<file path="src/rtl/rx_fallthru_pkg.sv">
package rx_fallthru_pkg;

  localparam int unsigned FT_DEPTH  = 32;
  localparam int unsigned FT_DATA_W = 8;
  localparam int unsigned FT_BUS_W  = 32;
  localparam int unsigned FT_STAT_W = 16;

  // status word bit positions
  localparam int unsigned ST_OVR   = 0;
  localparam int unsigned ST_FULL  = 1;
  localparam int unsigned ST_EMPTY = 2;
  localparam int unsigned ST_READY = 14;

  // next valid bit of one stage: flush wins, then load fills, drain empties
  function automatic logic next_vld(input logic cur, input logic load,
                                    input logic drain, input logic flush);
    return flush ? 1'b0 : ((cur & ~drain) | load);
  endfunction

  // sticky overrun: a drop beats a clear, a flush beats both
  function automatic logic next_ovr(input logic cur, input logic drop,
                                    input logic clr, input logic flush);
    return flush ? 1'b0 : (drop | (cur & ~clr));
  endfunction

  function automatic logic [FT_STAT_W-1:0] pack_status(input logic ovr,
      input logic full, input logic empty, input logic ready);
    logic [FT_STAT_W-1:0] s;
    s           = '0;
    s[ST_OVR]   = ovr;
    s[ST_FULL]  = full;
    s[ST_EMPTY] = empty;
    s[ST_READY] = ready;
    return s;
  endfunction

endpackage

</file>
<file path="src/rtl/rx_ft_stage.sv">
module rx_ft_stage
  import rx_fallthru_pkg::*;
#(
  parameter int unsigned DATA_W = FT_DATA_W
) (
  input  logic              clk,
  input  logic              rst_n,
  input  logic              flush_i,
  input  logic              load_i,
  input  logic [DATA_W-1:0] load_data_i,
  input  logic              drain_i,
  output logic              vld_o,
  output logic [DATA_W-1:0] data_o
);

  always_ff @(posedge clk or negedge rst_n) begin
    if (!rst_n) vld_o <= 1'b0;
    else        vld_o <= next_vld(vld_o, load_i, drain_i, flush_i);
  end

  // payload needs no reset: it is only observed while vld_o is set
  always_ff @(posedge clk) begin
    if (load_i) data_o <= load_data_i;
  end

  // a byte only falls into a stage that is empty or being emptied
  p_load_free_r2: assert property (@(posedge clk) disable iff (!rst_n)
    load_i |-> (!vld_o || drain_i));

endmodule

</file>
<file path="src/rtl/rx_ft_ctrl.sv">
module rx_ft_ctrl
  import rx_fallthru_pkg::*;
#(
  parameter bit RST_MODE_BUF = 1'b1
) (
  input  logic clk,
  input  logic rst_n,
  input  logic mode_i,
  input  logic byte_vld_i,
  input  logic rd_i,
  input  logic ovr_clr_i,
  input  logic head_vld_i,
  input  logic tail_vld_i,
  output logic mode_buf_o,
  output logic flush_o,
  output logic buf_acc_o,
  output logic nb_acc_o,
  output logic rd_take_o,
  output logic drop_o,
  output logic ovr_o
);

  logic mode_q;

  always_ff @(posedge clk or negedge rst_n) begin
    if (!rst_n) mode_q <= RST_MODE_BUF;
    else        mode_q <= mode_i;
  end

  assign mode_buf_o = mode_q;
  assign flush_o    = mode_i ^ mode_q;

  // named events for the datapath and the assertions
  assign rd_take_o = rd_i & tail_vld_i & ~flush_o;
  assign buf_acc_o = mode_q & byte_vld_i & ~head_vld_i & ~flush_o;
  assign nb_acc_o  = ~mode_q & byte_vld_i & (~tail_vld_i | rd_i) & ~flush_o;
  assign drop_o    = byte_vld_i & ~flush_o & ~buf_acc_o & ~nb_acc_o;

  always_ff @(posedge clk or negedge rst_n) begin
    if (!rst_n) ovr_o <= 1'b0;
    else        ovr_o <= next_ovr(ovr_o, drop_o, ovr_clr_i, flush_o);
  end

  // every dropped byte leaves the overrun flag set
  p_drop_sets_ovr_r3: assert property (@(posedge clk) disable iff (!rst_n)
    drop_o |=> ovr_o);

  // only a clear or a flush can lower the flag
  p_ovr_sticky_r8: assert property (@(posedge clk) disable iff (!rst_n)
    (ovr_o && !ovr_clr_i && !flush_o) |=> ovr_o);

  // a mode change clears the overrun flag
  p_flush_clr_ovr_r10: assert property (@(posedge clk) disable iff (!rst_n)
    flush_o |=> !ovr_o);

  // a write never gets dropped when a read frees the slot in single mode
  p_rdwr_no_drop_r7: assert property (@(posedge clk) disable iff (!rst_n)
    (!mode_q && !flush_o && byte_vld_i && rd_take_o) |-> !drop_o);

endmodule

</file>
<file path="src/rtl/rx_fallthru_buf.sv">
module rx_fallthru_buf
  import rx_fallthru_pkg::*;
#(
  parameter int unsigned DEPTH        = FT_DEPTH,
  parameter int unsigned DATA_W       = FT_DATA_W,
  parameter int unsigned BUS_W        = FT_BUS_W,
  parameter bit          RST_MODE_BUF = 1'b1
) (
  input  logic                 clk,
  input  logic                 rst_n,
  input  logic                 fifo_mode_i,
  input  logic                 byte_vld_i,
  input  logic [DATA_W-1:0]    byte_i,
  input  logic                 rd_i,
  input  logic                 ovr_clr_i,
  output logic [BUS_W-1:0]     rd_data_o,
  output logic [FT_STAT_W-1:0] status_o
);

  localparam int unsigned LAST  = DEPTH - 1;
  localparam int unsigned PAD_W = BUS_W - DATA_W;

  logic [DEPTH-1:0]  vld;
  logic [DATA_W-1:0] dat [DEPTH];
  logic [DEPTH-2:0]  move;

  logic mode_buf, flush, buf_acc, nb_acc, rd_take, drop, ovr;
  logic full, empty, ready;

  rx_ft_ctrl #(.RST_MODE_BUF(RST_MODE_BUF)) u_ctrl (
    .clk        (clk),
    .rst_n      (rst_n),
    .mode_i     (fifo_mode_i),
    .byte_vld_i (byte_vld_i),
    .rd_i       (rd_i),
    .ovr_clr_i  (ovr_clr_i),
    .head_vld_i (vld[0]),
    .tail_vld_i (vld[LAST]),
    .mode_buf_o (mode_buf),
    .flush_o    (flush),
    .buf_acc_o  (buf_acc),
    .nb_acc_o   (nb_acc),
    .rd_take_o  (rd_take),
    .drop_o     (drop),
    .ovr_o      (ovr)
  );

  // a byte steps down when the stage below holds nothing
  for (genvar k = 0; k < LAST; k++) begin : g_move
    assign move[k] = mode_buf & ~flush & vld[k] & ~vld[k+1];
  end

  for (genvar k = 0; k < DEPTH; k++) begin : g_stage
    logic              ld;
    logic              dr;
    logic [DATA_W-1:0] ld_d;

    if (k == 0) begin : g_head
      assign ld   = buf_acc;
      assign ld_d = byte_i;
    end else if (k == LAST) begin : g_tail
      assign ld   = move[k-1] | nb_acc;
      assign ld_d = mode_buf ? dat[k-1] : byte_i;
    end else begin : g_mid
      assign ld   = move[k-1];
      assign ld_d = dat[k-1];
    end

    if (k == LAST) begin : g_rd
      assign dr = rd_take;
    end else begin : g_mv
      assign dr = move[k];
    end

    rx_ft_stage #(.DATA_W(DATA_W)) u_stage (
      .clk         (clk),
      .rst_n       (rst_n),
      .flush_i     (flush),
      .load_i      (ld),
      .load_data_i (ld_d),
      .drain_i     (dr),
      .vld_o       (vld[k]),
      .data_o      (dat[k])
    );
  end

  assign full      = &vld;
  assign empty     = ~|vld;
  assign ready     = vld[LAST];
  assign rd_data_o = {{PAD_W{1'b0}}, dat[LAST]};
  assign status_o  = pack_status(ovr, full, empty, ready);

  // a read of a ready slot in buffered mode leaves it not ready for a cycle
  p_ready_clr_r6: assert property (@(posedge clk) disable iff (!rst_n)
    (mode_buf && !flush && rd_i && ready) |=> !ready);

  // full and empty never hold together
  p_full_empty_r9: assert property (@(posedge clk) disable iff (!rst_n)
    !(full && empty));

  // a mode change leaves every stage empty
  p_flush_empties_r10: assert property (@(posedge clk) disable iff (!rst_n)
    flush |=> empty);

  // single mode places an accepted byte in the output slot at once
  p_nb_place_r4: assert property (@(posedge clk) disable iff (!rst_n)
    nb_acc |=> (ready && rd_data_o[DATA_W-1:0] == $past(byte_i)));

  // nothing is accepted into a full chain
  p_full_no_acc_r1: assert property (@(posedge clk) disable iff (!rst_n)
    (full && byte_vld_i && mode_buf) |-> !buf_acc);

endmodule

</file>
<file path="config.mk">
export PLATFORM = sky130hd
export DESIGN_NAME = rx_fallthru_buf
export DESIGN_NICKNAME = d
export VERILOG_FILES = /design/src/rtl/rx_fallthru_pkg.sv /design/src/rtl/rx_ft_stage.sv /design/src/rtl/rx_ft_ctrl.sv /design/src/rtl/rx_fallthru_buf.sv
export SDC_FILE = /design/constraint.sdc
export NUM_CORES = 1
export LEC_CHECK = 0
export BUFFER_PORTS_ARGS = -buffer_cell sky130_fd_sc_hd__buf_2
export CAP_MARGIN = 30
export CORE_MARGIN = 5
export CORE_UTILIZATION = 50
export CTS_BUF_LIST = sky130_fd_sc_hd__clkbuf_4
export CTS_CLUSTER_DIAMETER = 80
export DETAILED_ROUTE_END_ITERATION = 12
export HOLD_SLACK_MARGIN = 0.08
export PLACE_DENSITY_LB_ADDON = 0.1
export SYNTH_ARGS = -nofsm -noshare
export SYNTH_HDL_FRONTEND = slang
export SYNTH_SLANG_ARGS = --single-unit
</file>
<file path="constraint.sdc">
create_clock -name clk -period 2.1 [get_ports clk]
set_input_delay 0.42 -clock clk [delete_from_list [all_inputs] [get_ports clk]]
set_output_delay 0.42 -clock clk [all_outputs]
set_load 0.05 [all_outputs]
</file>
==> flow_summary.yaml <==
run_status:
  run_status: "finished with violations"
  violations: "setup timing"
power_and_ir_drop:
  combPwrFrac_pct: 3.4
  clkPwrFrac_pct: 42.3
  swShare_pct: 21.1
  switchingPower_mw: 2.42
  p_per_area_nw_per_um2: 995
  power_frac_seq_pct: 54.3
  leakage_nw: 4.19
  vdd_ir_drop_max_uv: 489
  p_int_mw: 9.06
setup_path:
  crit_slowest_cell: "or4_4"
  worstPathRequired_ns: 1.68
  crit_type: "reg2out"
  r2r_cells: 5
  critPathMaxFanout: 6
  critPathCapture: "status_o[1]"
  critical_path.cell_chain: "nand4_1 > or4_4 > nor2_4 > buf_8"
  rrSetupSlack_ns: 0.20
  r2r-start: "u_ctrl.mode_buf_o"
  slowest_delay_ns: 0.54
  rr_endpoint: "u_ctrl.ovr_o"
  cp-startpoint: "g_stage[16].u_stage.vld_o"
  start_kind: "flip-flop"
  cp-end-kind: "output pin"
  worstPathArrival_ns: 1.99
final_layout:
  drive_gt1_share_pct: 26.2
  fin_cells: 956
  fin_nets: 641
  fin_util_pct: 58.9
  area_growth_pct: 15.4
cts:
  clk_latency_ns: 0.64
  numCtsBuffers: 73
  tritoncts: "built"
  clk_path_buf_depth: 3
  root_buffer: "clkbuf_4"
  htreeDepth: 3
  clk_pin_slew_worst_paths_ns: 0.06
  cts.sinks: 290
floorplanning:
  start_util_pct: 51.0
  die-area_um2: 22900
  core_area_um2: 19600
  die_h_um: 151
  io_pins: 62
  rows: 51
  die_w_um: 151
timing:
  hold_viol_final: 0
  holdWs_ns: 0.387
  relSlewSlack_pct: 46.3
  grt_setup_unrepaired: "true"
  slew_viol_final: 0
  setup_violations: 2
  period_minus_slack_ns: 2.41
  finClkSkew_ns: 0.0377
  max_freq_ghz: 0.415
  worstMarginPinSlew_ns: 0.805
  finalCritPeriodShare_pct: 115
  setup_slack_ns: -0.308
yosys:
  syn-cell-area_um2: 10000
  synthTopCellsByArea: "edfxtp_1, dfrtp_1, buf_4"
  synth_compound_area_share_pct: 2.03
  synth_top_family_by_area: "simple AND/OR/NAND/NOR gates"
  ys_seq_area_share_pct: 85.4
  muxShareOfSynthArea_pct: 0.901
  synth_cell_types: 27
  yosys.area.top_type_share_pct: 76.9
  netlist_instances: 520
  synth-simple-area-share_pct: 7.17
  yosysTopAreaCell: "edfxtp_1"
  synthXorXnorAreaFrac_pct: 0
  synth.avg_cell_area_um2: 19.2
  synth-adder-area-share_pct: 0.125
  yosys_warnings: 0
  ys_ff_latch: 290
worst_hold_path:
  hp-class: "reg2reg"
  hold_depth: 0
placed_design:
  dp.cells: 794
  place_congestion: 0.782
  dp_hpwl_um: 9130
  io_buffers: 25
job:
  max-cap-violations: 0
grt:
  gr-usage-met3_pct: 5.54
  grt.total_usage_pct: 14.1
  grtUsageMet1_pct: 18.5
  grt_overflow: 0
  grt_max_degree: 35
  grt_first_pass_wirelength_um: 24400
  antenna_found_initial: 1
  grt_pass1_vias: 4772
  use_met2_pct: 20.8
  busiest_layer: "met2"
drt:
  via_per_inst: 4.79
  wl_um: 15200
  drtIter0Drc: 350
  vias: 4576
  antenna_left: 0
  wl_per_cell_um: 15.9
  drtPass1Iterations: 4
  drt_drc_violations_left: 0
per-stage QoR:
stage	TNS, ns	setup WS, ns	cell area (um^2)	power [mW]
global route	-0.907	-0.463	11500	12.1
CTS	-0.818	-0.420	11500	11.7
floorplan	0	0.0407	10100	6.70
finish	-0.610	-0.308	11500	11.5
detailed placement	0	0.159	10300	6.71
global placement	0	0.164	10300	6.71
worst min path at each step:
stage                                  start                       endpoint  slack, ns
2_1_floorplan                          rst_n       g_stage[0].u_stage.vld_o       0.12
3_3_place_gp    g_stage[9].u_stage.data_o[6]  g_stage[10].u_stage.data_o[6]       0.40
3_5_place_dp    g_stage[9].u_stage.data_o[1]  g_stage[10].u_stage.data_o[1]       0.40
4_1_cts                                rst_n                   u_ctrl.ovr_o       0.38
5_1_grt        g_stage[10].u_stage.data_o[7]  g_stage[11].u_stage.data_o[7]       0.40
6_report       g_stage[10].u_stage.data_o[2]  g_stage[11].u_stage.data_o[2]       0.39
layer usage:
metal	vias up	share of wire, %
met3	28	5.7
met2	113	48
met5	-	0
met4	0	1.9
met1	2283	45
li1	2152	-
registers in the layout, summed over array words and instances, names as in the netlist:
name,cells
u_ctrl.mode_buf_o,1
g_stage.u_stage.data_o,256
u_ctrl.ovr_o,1
g_stage.u_stage.vld_o,32
cells by family after synthesis:
| kind of cell | after synthesis |
|---|---|
| AND/OR/NAND/NOR | 115 |
| buffers and inverters | 66 |
| adder cells (fa/ha/maj) | 1 |
| flip-flops | 290 |
| AO/OA/AOI/OAI | 39 |
| other | 1 |
| multiplexers | 8 |
layout make-up:
| type | count | area [um^2] |
|---|---|---|
| well taps | 265 | 332 |
| clock buffers | 115 | 863 |
| repair buffers | 55 | 424 |
| flip-flops and latches | 290 | 8540 |
| diodes | 5 | 12.5 |
| clock inverters | 20 | 139 |
| fillers | 1494 | 8050 |
| multi-input cells | 199 | 1200 |
| inverters | 7 | 26.3 |
power groups by stage:
stage	combinational (mW)	sequential, mW	clock [mW]
final	0.390	6.24	4.86
after global routing	0.414	6.23	5.41
after CTS	0.385	6.24	5.07
after detailed placement	0.351	6.36	0
after global placement	0.348	6.36	0
after floorplan	0.338	6.36	0
worst max-delay path: cells and delay by family (launching register included):
family | cells | cell delay (ns)
buffers and inverters | 1 | 0.15
flip-flops | 1 | 0.40
AND/OR/NAND/NOR | 3 | 0.79
what timing repair did:
action                     CTS  global route
buffers inserted             8             1
hold endpoints to repair    51             0
setup endpoints to repair    2             2
hold buffers                13             0
gates resized for setup     10             6
cells in the final DEF (no fill, tap or decap), types with 3 or more instances in the layout:
cell	synthesis	layout
clkinv_1	0	12
nand4_1	10	10
inv_1	6	6
nor2_1	30	28
diode_2	0	5
o21ai_1	4	4
clkinv_2	0	3
dlygate4sd3_1	0	13
nor4_1	8	5
buf_2	5	23
dfrtp_2	0	3
buf_4	48	15
conb_1	1	36
mux2_1	8	8
dfrtp_1	33	30
a21oi_1	32	32
edfxtp_1	256	256
nand2_1	3	3
clkbuf_4	0	115
nor4_2	0	3
and3b_1	27	27
nand2b_1	29	29
cell usage after synthesis:
cell type and instances:
mux2_1 8, ha_1 1, o21bai_1 1, nand2b_1 29, nor2_1 30, a31o_1 1, and3b_2 1, a31oi_1 1
clkbuf_1 6, nor4_1 8, nor4bb_1 1, or2_1 2, buf_2 5, edfxtp_1 256, inv_1 6, dfrtp_1 33
dfstp_2 1, o21ai_1 4, a21oi_1 32, nand4_1 10, nand2_1 3, or4_1 2, conb_1 1, nor3b_1 2
and3b_1 27, inv_2 1, buf_4 48
Power figures use the tool's default switching activity.
